`src/rtl/brk_event_arbiter.sv`:
```
module brk_event_arbiter #(
  parameter int AW = 32
) (
  input  logic          clk,
  input  logic          rst,
  input  logic          ch0_hit,
  input  logic [1:0]    ch0_kind,
  input  logic [AW-1:0] ch0_pc,
  input  logic [AW-1:0] ch0_next_pc,
  input  logic          ch1_hit,
  input  logic [1:0]    ch1_kind,
  input  logic [AW-1:0] ch1_pc,
  input  logic [AW-1:0] ch1_next_pc,
  input  logic          exc_valid,
  input  logic          exc_reexec,
  input  logic          flag_clr,
  input  logic [1:0]    flag_clr_mask,
  input  logic          brk_ack,
  output logic          brk_req,
  output logic [AW-1:0] brk_spc,
  output logic [1:0]    brk_src,
  output logic          brk_pending,
  output logic [1:0]    match_flags
);
  localparam logic [1:0] KIND_PRE = 2'd0;
  localparam logic [1:0] KIND_RSV = 2'd3;

  logic exc_re, exc_cp;
  assign exc_re = exc_valid && exc_reexec;
  assign exc_cp = exc_valid && !exc_reexec;

  logic c0_set, c1_set, c0_brk, c1_brk;
  logic [AW-1:0] c0_spc, c1_spc;

  assign c0_set = ch0_hit && (ch0_kind != KIND_RSV) && !exc_re;
  assign c1_set = ch1_hit && (ch1_kind != KIND_RSV) && !exc_re;
  assign c0_brk = c0_set && !(exc_cp && ch0_kind != KIND_PRE);
  assign c1_brk = c1_set && !(exc_cp && ch1_kind != KIND_PRE);
  assign c0_spc = (ch0_kind == KIND_PRE) ? ch0_pc : ch0_next_pc;
  assign c1_spc = (ch1_kind == KIND_PRE) ? ch1_pc : ch1_next_pc;

  logic pick0, pick1, issue;
  assign pick0 = c0_brk && (!c1_brk || c0_spc <= c1_spc);
  assign pick1 = c1_brk && (!c0_brk || c1_spc <= c0_spc);
  assign issue = (c0_brk || c1_brk) && !brk_pending;

  logic [1:0] clr_bits;
  assign clr_bits = flag_clr ? flag_clr_mask : 2'b00;

  always_ff @(posedge clk) begin
    if (rst) begin
      brk_req     <= 1'b0;
      brk_pending <= 1'b0;
      brk_spc     <= '0;
      brk_src     <= 2'b00;
      match_flags <= 2'b00;
    end else begin
      brk_req     <= issue;
      brk_pending <= issue || (brk_pending && !brk_ack);
      if (issue) begin
        brk_spc <= pick0 ? c0_spc : c1_spc;
        brk_src <= {pick1, pick0};
      end
      match_flags <= (match_flags & ~clr_bits) | {c1_set, c0_set};
    end
  end

  assert_req_single_R8: assert property (@(posedge clk) disable iff (rst)
    brk_req |=> !brk_req);
  assert_hold_while_pending_R8: assert property (@(posedge clk) disable iff (rst)
    (brk_pending && !brk_ack) |=> !brk_req);
  assert_src_nonzero_R5: assert property (@(posedge clk) disable iff (rst)
    brk_req |-> brk_src != 2'b00);
  assert_reexec_no_flag_R2: assert property (@(posedge clk) disable iff (rst)
    (exc_valid && exc_reexec && !flag_clr) |=> match_flags == $past(match_flags));
  assert_reexec_no_req_R2: assert property (@(posedge clk) disable iff (rst)
    (exc_valid && exc_reexec) |=> !brk_req);
  assert_sticky_R7: assert property (@(posedge clk) disable iff (rst)
    !flag_clr |=> (match_flags & $past(match_flags)) == $past(match_flags));
  assert_pending_with_req_R8: assert property (@(posedge clk) disable iff (rst)
    brk_req |-> brk_pending);
endmodule

```
`config.mk`:
```
export PLATFORM = sky130hd
export DESIGN_NAME = brk_event_arbiter
export DESIGN_NICKNAME = d
export VERILOG_FILES = /design/src/rtl/brk_event_arbiter.sv
export SDC_FILE = /design/constraint.sdc
export NUM_CORES = 1
export LEC_CHECK = 0
export BUFFER_PORTS_ARGS = -buffer_cell sky130_fd_sc_hd__buf_4
export CAP_MARGIN = 40
export CORE_AREA = 2 2 99 101
export CTS_CLUSTER_SIZE = 12
export DETAILED_ROUTE_END_ITERATION = 10
export DIE_AREA = 0 0 101 103
export GPL_TIMING_DRIVEN = 0
export MAX_ROUTING_LAYER = met4
export PLACE_DENSITY = 0.8
export SYNTH_ARGS = -nofsm -noshare
export SYNTH_HDL_FRONTEND = slang
export SYNTH_SLANG_ARGS = --single-unit
```
`constraint.sdc`:
```
create_clock -name clk -period 4.45 [get_ports clk]
set_input_delay 0.6675 -clock clk [delete_from_list [all_inputs] [get_ports clk]]
set_output_delay 0.6675 -clock clk [all_outputs]
set_load 0.005 [all_outputs]
```
# Yosys cells after proc, flatten, opt, wreduce, memory -nomap -nowiden

Cells that the tools add are included.

Muxes and demuxes: 4
Equal/unequal tests: 2
Reduce and logical (&&, ||, !) cells: 30
Bitwise operators: 3
Order comparisons: 2

Operator list:

| operator                             | count |
|---|---|
| two-way mux 32 bit                   | 3 |
| less-or-equal comparator 32 bit      | 2 |
| logical AND 1 bit                    | 14 |
| zero test 1 bit                      | 8 |
| zero test 2 bit                      | 2 |
| logical OR 1 bit                     | 4 |
| != test 2 bit, second input constant | 2 |
| nonzero test 2 bit                   | 2 |
| bitwise AND 2 bit                    | 1 |
| two-way mux 2 bit                    | 1 |
| inverter 2 bit                       | 1 |
| OR 2 bit                             | 1 |

Input bits: 142
Bits in registers: 38
Logic and storage cells: 46

# Depth between registers and ports, before layout

Gate-level depths: netlist of run 1.

Word-level depth: 9
Depth in mapped cells: 14
Mapped depth without buffers: 11

# Worst setup path before layout of run 1

Ideal clock, no wire load.

Path kind: input port to flip-flop
From: input port ch1_kind[1]
To: register brk_spc[19]
Path slack: 1124 ps
Data arrival time: 3198 ps
Data required time: 4322 ps
Cell stages on the path: 14
Cell sequence: nor2_2 -> buf_2 -> mux2i_1 -> inv_1 -> ha_1 -> nor2b_4 -> o211ai_2 -> a21oi_1 -> o311a_4 -> or2_1 -> buf_6 -> buf_6 -> o211ai_1 -> o21ai_1

Word-level cells in the longest chain between the ends: 8
Elaborated cells on any way between the ends: 16

Ends and longest elaborated chain:

| item                                                                                    | RTL line | RTL |
|---|---|---|
| from (decl)                                                                             | 11       | `input logic [1:0] ch1_kind,` |
| parallel branches: the longest is 8 deep, another holds less-or-equal comparator 32 bit | --       |  |
| to (signal assigned)                                                                    | 61       | `brk_spc <= pick0 ? c0_spc : c1_spc;` |
| to (decl)                                                                               | 20       | `output logic [AW-1:0] brk_spc,` |

Several ways; the timed one is not identified.
A chain may end at the register's enable or synchronous reset.

# Final worst setup path of run 1

From: input port ch1_kind[1]
To: register brk_spc[13]

The elaborated chain is that of the path after synthesis.

==> results.md, run 1 <==
- Total gr overflow: 0
- Place WS: 319.6 ps
- Layout area overhead: 34.62%
- Setup ws final: 573.1 ps
- #FFs+latches synth: 38
- Via count: 5,082
- Post-Syn Instances: 547
- Initial Util: 0.4772
- Hold/Removal Path Class: register to register
- Final slew viol count: 0
- Period utilization: 0.8712
- Critical path capture point type: register
- Syn_nets: 721
- Period minus WS final: 3877 ps
- Synth top area share: 0.1685
- Fraction of registers with async set/reset: 0
- Hold Fails Final Rpt: 0
- Post-synth top area cell: dfxtp_1
- Post-synth top flop: dfxtp_1
- Largest net degree at the start of global routing: 11
- Clock slew at reported path FFs: 80 ps
- RSZ-0062 raised after global routing: false
- Ports: 180
- # clock sinks: 38
- 1st-pass router iterations: 5
- CTS Buf Count: 5
- # diodes: 0
- CP required: 4680 ps
- Worst path arrival time: 4110 ps
- Hold-fix buffers at CTS: 0
- Setup violators final: 0
- Post-CTS setup repair buffer count: 0
- Crit start category: input port
- Unique cell type count in the Yosys netlist: 50
- PortBufs: 179
- Mean Syn Cell Area: 8.253 um2
- Initial antenna violation count: 0
- Fmax: 257.9 MHz
- Final WL: 15,140 um
- Leak: 2.842 nW
- Max-Slew Margin vs Limit: 0.4783
- Status: complete, no violations
- Clock Latency Late Sink: 300 ps
- Crit-path max FO: 10
- Synthesized area: 4514 um2
- Vias/cell: 6.000
- Least-Margin Pin Slew: 782.5 ps
- Post-DP HPWL: 11,660 um
- DR WL/cell: 17.87 um
- CTS resizes: 0
- H-tree levels: 2
- Register area share after synthesis: 0.1685
- Post-route DRC violation count: 0
- Full die area: 10,400 um2
- Fin Setup TNS: 0 ps
- Skew final: 9.455 ps
- Top cells by area, synth: dfxtp_1 (17%), mux2i_1 (14%), ha_1 (8.9%)
- First-pass GRT wire length: 24,140 um
- Setup Crit Path Kind: input port to register
- PwrDens: 209.6 nW/um2
- Routed Antenna Nets: 0
- Die H: 103 um
- Clock root buffer: clkbuf_8
- Most frequent cells after synthesis: mux2i_1 (63), nand2_1 (42), dfxtp_1 (38)
- GR Util All Layers: 0.2985
- Max Cap Viol: 0
- Fin Hold WS: 448.8 ps
- Placer congestion estimate: 0.8925
- Most numerous cell in the Yosys netlist: mux2i_1
- Yosys warning count: 0
- Clock tree buffer depth: 2
- Vias in the first global route: 4,933
- Worst vdd ir: 0.1304 mV
- EDFF count, synth: 0
- Ratio of cells with drive above 1 in the final layout: 0.3738
- First DRT Iteration DRCs: 345
- Site row count: 36
- CORE AREA: 9459 um2
- Net count, final: 907
- Die Wd: 101 um
- TritonCTS clock tree: yes
sequential cells by signal, indices dropped and copies added, names as in the netlist:
signal / count
brk_req: 1
brk_spc: 32
brk_src: 2
brk_pending: 1
match_flags: 2
final timing paths:
path               startpoint           to  slack [ps]  cells after the start
hold reg to reg    brk_spc[2]   brk_spc[2]         450                      2
hold / removal     brk_spc[2]   brk_spc[2]         450                      2
setup / recovery  ch1_kind[1]  brk_spc[13]         570                     15
setup reg to reg  brk_pending  brk_spc[19]        2690                      5
layout by cell type, fill, tap and decap left out, types with 2 or more instances in the layout:
cell      netlist  layout
clkbuf_8        0       5
o21ai_2        10      10
nand4_2         3       3
a221oi_1       12      12
nand2_1        42      42
a32oi_1         2       2
buf_2          10      10
o21ai_0        34      34
ha_1           32      32
a21oi_1        18      18
o211ai_2       25      25
nand3_1        35      35
a21boi_0        2       2
buf_1           2       2
a21o_1          3       3
nand4_1         6       6
and3_1         32      32
clkbuf_1       22      24
nor2b_1        31      31
inv_1          33      33
nor2_1          9       9
buf_4           1     180
o211ai_1        7       7
buf_6          10      10
mux2i_1        63      63
nand2b_1        2       2
o21ai_1        22      22
a221oi_2       19      19
dfxtp_1        38      38
critical path, stage by stage:
cell,delay (ps)
buf_4,120
nor2_2,250
buf_2,450
mux2i_1,430
inv_1,90
ha_1,290
nand4_1,190
nor4_1,550
a21oi_1,190
buf_6,190
buf_6,140
buf_2,190
nand3_1,130
o211ai_2,90
o21ai_2,120
metal layers:
metal	vias up	part of all wire	global-route usage
met5	-	0	-
met4	0	0.018	0.06757
met3	24	0.068	0.03593
met2	254	0.50	0.5338
met1	2389	0.42	0.3602
li1	2415	-	-
power by group:
group	leakage (nW)	internal (W)	switching, W
combinational	2.49	0.000303	0.000329
clock	0.0383	0.000108	0.000137
sequential	0.312	0.000375	0.0000203
total	2.84	0.000787	0.000487
layout make-up:
cell class,instances,area (um2)
Timing Repair Buffer,179,1344
Tap cell,114,142.6
Buffer,45,260.3
Fill cell,829,3382
Multi-Input combinational cell,431,3369
Inverter,33,123.9
Sequential cell,38,760.7
Clock buffer,7,76.32
kinds of logic (layout without fill, tap and decap cells):
logic type,count (synthesis),in the layout,synth area share
adder cells (fa/ha/maj),32,32,0.08869
buffers and inverters,78,264,0.08509
flip-flops,38,38,0.1685
AO/OA/AOI/OAI,163,163,0.3035
AND/OR/NAND/NOR,172,172,0.2120
multiplexers,64,64,0.1422
per-stage QoR:
| stage | instance area [um2] | total power [W] | instances | util |
|---|---|---|---|---|
| floorplan | 4514 | 0.0007741 | 547 | - |
| global placement | 6001 | 0.001011 | 840 | 0.6344 |
| detailed placement | 6001 | 0.001028 | 840 | 0.6344 |
| CTS | 6077 | 0.001270 | 847 | 0.6425 |
| global route | 6077 | 0.001345 | 847 | 0.6425 |
| finish | 6077 | 0.001274 | 847 | 0.6425 |
(Power assumes the default switching activity.)
==> run 2: changes to the inputs <==
--- a/config.mk
+++ b/config.mk
@@ -7,11 +7,12 @@
 export LEC_CHECK = 0
-export BUFFER_PORTS_ARGS = -buffer_cell sky130_fd_sc_hd__buf_4
 export CAP_MARGIN = 40
-export CORE_AREA = 2 2 99 101
+export CORE_AREA = 2 2 94 96
 export CTS_CLUSTER_SIZE = 12
 export DETAILED_ROUTE_END_ITERATION = 10
-export DIE_AREA = 0 0 101 103
+export DIE_AREA = 0 0 96 98
+export DONT_BUFFER_PORTS = 1
 export GPL_TIMING_DRIVEN = 0
+export HOLD_SLACK_MARGIN = 0.03
 export MAX_ROUTING_LAYER = met4
-export PLACE_DENSITY = 0.8
+export PLACE_DENSITY = 0.69
 export SYNTH_ARGS = -nofsm -noshare
==> constraint.sdc (replaced) <==
create_clock -name clk -period 4.45 [get_ports clk]
set_input_delay 0.89 -clock clk [delete_from_list [all_inputs] [get_ports clk]]
set_output_delay 0.89 -clock clk [all_outputs]
set_load 0.005 [all_outputs]
==> run 2 against run 1 <==
Net effect: first-iteration DRC count shrank 18%; worst hold slack improved by 17 ps; register-to-register slack better by 60 ps; non-clock buffer count down 179; global-route usage is 0.30 points lower; critical endpoint is now brk_spc[24]; largest cell class unchanged.
==> results.md, run 2 (synthesis results as in run 1) <==
- Vias in the first global route: 4,233 (was 4,933)
- Pwr Total: 0.001255 W (was 0.001274 W)
- Pint: 0.0007887 W (was 0.0007870 W)
- Crit path buffers/inverters: 3 (was 6)
- DR WL/cell: 20.75 um (was 17.87 um)
- Post-CTS setup repair buffer count: 0 (unchanged)
- Vias/cell: 6.576 (was 6.000)
- Clock share of power: 0.297 (was 0.193)
- Max reg flops: 32 (unchanged)
- Hold/Removal Path Class: register to register (unchanged)
- RSZ-0062 raised after global routing: false (unchanged)
- Final WL: 13,760 um (was 15,140 um)
- Crit start category: input port (unchanged)
- Full die area: 9408 um2 (was 10,400 um2)
- Total gr overflow: 0 (unchanged)
- Fmax: 248.9 MHz (was 257.9 MHz)
- Period minus WS final: 4017 ps (was 3877 ps)
- Worst path arrival time: 4200 ps (was 4110 ps)
- Clock Latency Late Sink: 300 ps (about the same)
- CP required: 4630 ps (was 4680 ps)
- Setup Crit Path Kind: input port to register (unchanged)
- Largest net degree at the start of global routing: 14 (was 11)
- TritonCTS clock tree: yes (unchanged)
- CORE AREA: 8466 um2 (was 9459 um2)
- Max Cap Viol: 0 (unchanged)
- Most flops, register: brk_spc (unchanged)
- Final slew viol count: 0 (unchanged)
- Period utilization: 0.9027 (was 0.8712)
- Die Wd: 96 um (was 101 um)
- P_sw: 0.0004668 W (was 0.0004868 W)
- PwrDens: 262.2 nW/um2 (was 209.6 nW/um2)
- Leak: 1.993 nW (was 2.842 nW)
- 1st-pass router iterations: 6 (was 5)
- Initial antenna violation count: 0 (unchanged)
- H-tree levels: 2 (unchanged)
- Ratio of cells with drive above 1 in the final layout: 0.1766 (was 0.3738)
- # diodes: 0 (unchanged)
- Crit-path max FO: 10 (unchanged)
- Post-DP HPWL: 10,610 um (was 11,660 um)
- Clock root buffer: clkbuf_8 (unchanged)
- Logic pwr share: 0.381 (was 0.497)
- Worst vdd ir: 0.1673 mV (was 0.1304 mV)
- Hold Fails Final Rpt: 0 (unchanged)
- Initial Util: 0.5333 (was 0.4772)
- Least-Margin Pin Slew: 760.3 ps (was 782.5 ps)
- Clock tree buffer depth: 2 (unchanged)
- Via count: 4,360 (was 5,082)
- Worst-path cell chain: nor2_2 -> buf_2 -> mux2i_1 -> inv_1 -> ha_1 -> nand4_2 -> nor4_4 -> o31a_2 -> clkbuf_1 -> o21ai_0 -> o211ai_1 -> o21ai_1 (was buf_4 -> nor2_2 -> buf_2 -> mux2i_1 -> inv_1 -> ha_1 -> nand4_1 -> nor4_1 -> a21oi_1 -> buf_6 -> buf_6 -> buf_2 -> nand3_1 -> o211ai_2 -> o21ai_2)
- Setup violators final: 0 (unchanged)
- Routed Antenna Nets: 0 (unchanged)
- Post-route DRC violation count: 0 (unchanged)
- Seq pwr share: 0.322 (was 0.310)
- Fin Setup TNS: 0 ps (unchanged)
- Hold-fix buffers at CTS: 0 (unchanged)
- First-pass GRT wire length: 21,200 um (was 24,140 um)
- First DRT Iteration DRCs: 282 (was 345)
- CTS Buf Count: 5 (unchanged)
- Largest registers: brk_spc x32, brk_src x2, match_flags x2 (unchanged)
- Net Sw Frac: 0.3718 (was 0.3822)
- Placer congestion estimate: 0.8997 (was 0.8925)
- Slowest-stage cell, CP: nor4_4 (was nor4_1)
- CTS resizes: 0 (unchanged)
- Critical path capture point type: register (unchanged)
- Net count, final: 728 (was 907)
- Max-Slew Margin vs Limit: 0.4931 (was 0.4783)
- Commonest non-fill, non-tap cell in the layout: mux2i_1 (was buf_4)
- Die H: 98 um (was 103 um)
- PortBufs: 0 (was 179)
- Top delay family on crit path: buffers and inverters (unchanged)
- Ports: 180 (unchanged)
- Site row count: 34 (was 36)
- Clock slew at reported path FFs: 90 ps (was 80 ps)
- GR Util All Layers: 0.2955 (was 0.2985)
- Commonest cells after routing, fill and taps aside: mux2i_1 (63), nand2_1 (42), dfxtp_1 (38), nand3_1 (35), o21ai_0 (34) (was buf_4 (180), mux2i_1 (63), nand2_1 (42), dfxtp_1 (38), nand3_1 (35))
- Status: complete, no violations (unchanged)
- # clock sinks: 38 (unchanged)
- Critical path's largest stage delay: 490 ps (was 550 ps)
- Layout area overhead: 6.042% (was 34.62%)
- Skew final: 3.095 ps (was 9.455 ps)
## run 2: cell count changes in the layout (fill, tap and decap cells not counted)
cell | previous run | this run
bufinv_16 | 0 | 2
buf_4 | 180 | 1
clkbuf_1 | 24 | 22
clkinv_4 | 0 | 1
## run 2: metrics by stage
step | area [um2] | setup slack [ps] | std cells | util | hold WS (ps)
6_report | 4787 | 432.8 | 663 | 0.5655 | 465.8
5_1_grt | 4787 | 218.4 | 663 | 0.5655 | 491.5
4_1_cts | 4787 | 450.6 | 663 | 0.5655 | 470.8
3_5_place_dp | 4649 | 144.3 | 655 | 0.5492 | 459.0
3_3_place_gp | 4649 | 145.3 | 655 | 0.5492 | 454.2
2_1_floorplan | 4514 | 901.7 | 547 | - | 441.8
## run 2: layout make-up
| cell class | count | area, um2 |
|---|---|---|
| clock inverter | 3 | 68.82 |
| multi-input combinational | 431 | 3369 |
| sequential | 38 | 760.7 |
| tap | 108 | 135.1 |
| buffer | 45 | 260.3 |
| inverter | 33 | 123.9 |
| clock buffer | 5 | 68.82 |
| fill | 799 | 3679 |
## run 2: final timing paths
path               startpoint     endpoint  slack (ps)  depth (start not counted)
setup / recovery  ch1_kind[1]  brk_spc[24]         430                         12
hold / removal    brk_spc[30]  brk_spc[30]         470                          2
setup reg to reg  brk_pending  brk_spc[26]        2750                          5
hold reg to reg   brk_spc[30]  brk_spc[30]         470                          2
## run 2: power groups by stage
stage / sequential (W) / clock [W] / combinational (W)
floorplan: 0.000403 / 0 / 0.000371
global placement: 0.000412 / 0 / 0.000461
detailed placement: 0.000413 / 0 / 0.000474
CTS: 0.000405 / 0.000373 / 0.000476
global route: 0.000409 / 0.000385 / 0.000525
finish: 0.000404 / 0.000373 / 0.000479
## run 2: worst reg2reg max path: cells and delay by family (launching register included)
family	cells	cell delay, ps
buffers and inverters	1	470
AOI/OAI and AO/OA	2	200
DFF	1	460
and+or+nand+nor	2	500
## run 2: metal layers
metal  wire length (um)  track usage
met5                  0            -
met1               5664       0.3648
met3               1139      0.05247
met2               6602       0.4850
met4                354      0.09121
==> run 3: changes to the inputs <==
Settings changed: ABC_AREA set to 1, CORE_AREA 2 2 94 96 to 2 2 83 85, DIE_AREA 0 0 96 98 to 0 0 85 87.
==> run 3 against run 2 <==
Net effect: non-clock buffer count shrank 14; register-to-register slack gained 190 ps; first-iteration DRC count shrank 25%; critical endpoint is now brk_spc[31]; highest routed layer unchanged.
==> results.md, run 3 <==
- Status: complete, no violations (unchanged)
- TritonCTS clock tree: yes (unchanged)
- Post-route DRC violation count: 0 (unchanged)
- Synth top area share: 0.2189 (was 0.1685)
- Worst-path cell chain: nor2_4 -> inv_2 -> clkbuf_1 -> or2_2 -> o21ai_0 -> inv_1 -> ha_1 -> a21oi_1 -> o21ai_0 -> nand2_1 -> nand2_1 -> a21oi_1 -> nand3_1 -> buf_4 -> nand2_1 -> nand2_1 -> nand3_1 -> nand2_1 (was nor2_2 -> buf_2 -> mux2i_1 -> inv_1 -> ha_1 -> nand4_2 -> nor4_4 -> o31a_2 -> clkbuf_1 -> o21ai_0 -> o211ai_1 -> o21ai_1)
- #FFs+latches synth: 38 (unchanged)
- Initial Util: 0.5290 (was 0.5333)
- Hold Crit Depth: 2 (unchanged)
- Most frequent cells after synthesis: nand2_1 (121), nand3_1 (69), inv_1 (58) (was mux2i_1 (63), nand2_1 (42), dfxtp_1 (38))
- Unique cell type count in the Yosys netlist: 25 (was 50)
- CTS resizes: 0 (unchanged)
- Period utilization: 0.8388 (was 0.9027)
- First-pass GRT wire length: 16,930 um (was 21,200 um)
- Initial antenna violation count: 0 (unchanged)
- Commonest cells after routing, fill and taps aside: nand2_1 (121), nand3_1 (69), inv_1 (58), o21ai_0 (54) (was mux2i_1 (63), nand2_1 (42), dfxtp_1 (38), nand3_1 (35), o21ai_0 (34))
- Final WL: 10,940 um (was 13,760 um)
- Layout area overhead: 5.510% (was 6.042%)
- 1st-pass router iterations: 5 (was 6)
- H-tree levels: 2 (unchanged)
- Hold-fix buffers at CTS: 0 (unchanged)
- Critical path capture point type: register (unchanged)
- Clock tree buffer depth: 2 (unchanged)
- Met1 usage: 0.3824 (was 0.3648)
- Vias in the first global route: 3,370 (was 4,233)
- Grt peak-use layer: met2 (unchanged)
- Fmax: 267.9 MHz (was 248.9 MHz)
- Commonest non-fill, non-tap cell in the layout: nand2_1 (was mux2i_1)
- Clock root buffer: clkbuf_8 (unchanged)
- Dpl cell area: 3575 um2 (was 4649 um2)
- Largest registers: brk_spc x32, brk_src x2, match_flags x2 (unchanged)
- Period minus WS final: 3733 ps (was 4017 ps)
- Clock Latency Late Sink: 290 ps (was 300 ps)
- # diodes: 0 (unchanged)
- Final instance area: 3666 um2 (was 4787 um2)
- Post-CTS setup repair buffer count: 0 (unchanged)
- Site row count: 30 (was 34)
- Met2 Resource Use GR: 0.4886 (was 0.4850)
- Max reg flops: 32 (unchanged)
- CP startpoint: ch1_kind[1] (unchanged)
- Final slew viol count: 0 (unchanged)
- Die H: 87 um (was 98 um)
- Crit Reg-Reg Endpoint: brk_spc[22] (was brk_spc[26])
- Hold/Removal Path Class: register to register (unchanged)
- Post-synth top area cell: dfxtp_1 (unchanged)
- First DRT Iteration DRCs: 212 (was 282)
- Syn_nets: 720 (was 721)
- Hold path start: match_flags[0] (was brk_spc[30])
- Fillers: 691 (was 799)
- Net count, final: 727 (was 728)
- Vias/cell: 5.737 (was 6.576)
- R2R setup slack: 2940 ps (was 2750 ps)
- Setup violators final: 0 (unchanged)
- Mean Syn Cell Area: 6.364 um2 (was 8.253 um2)
- Via count: 3,637 (was 4,360)
- Full die area: 7395 um2 (was 9408 um2)
- Setup Crit Path Kind: input port to register (unchanged)
- Routed Antenna Nets: 0 (unchanged)
- Ports: 180 (unchanged)
- Critical path's largest stage delay: 340 ps (was 490 ps)
- Die Wd: 85 um (was 96 um)
- Max-Slew Margin vs Limit: 0.5527 (was 0.4931)
- Most numerous cell in the Yosys netlist: nand2_1 (was mux2i_1)
- CP most frequent cell: nand2_1
- Worst Hold End: match_flags[0] (was brk_spc[30])
- Crit start category: input port (unchanged)
- Worst vdd ir: 0.1438 mV (was 0.1673 mV)
- Fin Setup TNS: 0 ps (unchanged)
- R2R Path Start: brk_pending (unchanged)
- PortBufs: 0 (unchanged)
- # clock sinks: 38 (unchanged)
- Finished Core Util: 0.5581 (was 0.5655)
- Yosys warning count: 0 (unchanged)
- Slowest-stage cell, CP: or2_2 (was nor4_4)
- DR WL/cell: 17.26 um (was 20.75 um)
- Top cells by area, synth: dfxtp_1 (22%), nand2_1 (13%), ha_1 (12%) (was dfxtp_1 (17%), mux2i_1 (14%), ha_1 (8.9%))
- Clock slew at reported path FFs: 80 ps (was 90 ps)
- Most flops, register: brk_spc (unchanged)
- Post-synth top flop: dfxtp_1 (unchanged)
- FF+latch area: 760.7 um2 (unchanged)
- CP required: 4640 ps (was 4630 ps)
- Fraction of registers with async set/reset: 0 (unchanged)
- Crit-path max FO: 10 (unchanged)
- Post-DP HPWL: 8795 um (was 10,610 um)
- Hold Fails Final Rpt: 0 (unchanged)
- Least-Margin Pin Slew: 671.0 ps (was 760.3 ps)
- CTS Buf Count: 5 (unchanged)
- Register area share after synthesis: 0.2189 (was 0.1685)
- Total gr overflow: 0 (unchanged)
- Leak: 1.742 nW (was 1.993 nW)
- Ratio of cells with drive above 1 in the final layout: 0.1083 (was 0.1766)
- Skew final: 3.654 ps (was 3.095 ps)
- Area occupied by multi-input gates: 2335 um2 (was 3369 um2)
- GR Util All Layers: 0.3016 (was 0.2955)
- Synthesized area: 3475 um2 (was 4514 um2)
- RSZ-0062 raised after global routing: false (unchanged)
- PwrDens: 274.7 nW/um2 (was 262.2 nW/um2)
- Largest net degree at the start of global routing: 12 (was 14)
- GR Util met3: 0.05592 (was 0.05247)
- Placer congestion estimate: 0.9234 (was 0.8997)
- Worst path arrival time: 3920 ps (was 4200 ps)
- Worst Reg2Reg Path Length in Cells: 6 (was 5)
- Max Cap Viol: 0 (unchanged)
- CORE AREA: 6569 um2 (was 8466 um2)
- EDFF count, synth: 0 (unchanged)
- Post-Syn Instances: 546 (was 547)
## run 3: cell count changes in the layout (fill, tap and decap cells not counted), moves of 25 or more
cell	delta
and3_1	-32
inv_1	+25
mux2i_1	-42
nand2_1	+79
nand3_1	+34
nor2_1	+29
nor2b_1	-31
o211ai_2	-25
## run 3: cell families after synthesis
group | Yosys count | share of synthesized area
DFF | 38 | 0.2189
adders and majority gates | 32 | 0.1152
muxes | 21 | 0.06050
buffers and inverters | 91 | 0.1091
and+or+nand+nor | 256 | 0.3245
AOI/OAI and AO/OA | 108 | 0.1718
## run 3: how the worst max path moves through the flow
stage	to	slack [ps]	depth (start not counted)
4_1_cts	brk_spc[31]	740	18
2_1_floorplan	brk_spc[11]	1300	18
3_5_place_dp	brk_spc[31]	430	18
5_1_grt	brk_spc[31]	440	18
3_3_place_gp	brk_spc[31]	490	18
6_report	brk_spc[31]	720	18
## run 3: power by group
part           switching (W)  leakage [nW]  internal (W)
clock               0.000130        0.0482      0.000125
sequential         0.0000280         0.313      0.000377
combinational       0.000220          1.38      0.000127
total               0.000378          1.74      0.000629
## run 3: final cells by class
cell class                 instances  area share
buffer                            31     0.04198
clock buffer                       7     0.02355
clock inverter                     1    0.001365
inverter                          60     0.06143
multi-input combinational        417      0.6369
sequential                        38      0.2075
tap                               80     0.02730
## run 3: per-layer routing
metal  vias up  part of all wire
met4         0             0.024
met1      1628              0.43
met5         -                 0
met2       185              0.47
li1       1807                 -
met3        17             0.077
## run 3: per-stage QoR
step | hold slack, ps | power, W | cells | worst slack, ps
after floorplan | 453.6 | 0.0006675 | 546 | 1297
after global routing | 500.0 | 0.001078 | 634 | 437.5
after detailed placement | 468.4 | 0.0007551 | 626 | 430.9
after CTS | 480.2 | 0.001009 | 634 | 737.5
final | 477.9 | 0.001007 | 634 | 717.4
after global placement | 467.7 | 0.0007500 | 626 | 491.8
## run 3: worst max-delay path: cells and delay by family
kind / cells / cell delay [ps]
AND/OR/NAND/NOR: 9 / 1410
buffers and inverters: 4 / 670
AO/OA/AOI/OAI: 4 / 630
adder cells (fa/ha/maj): 1 / 320
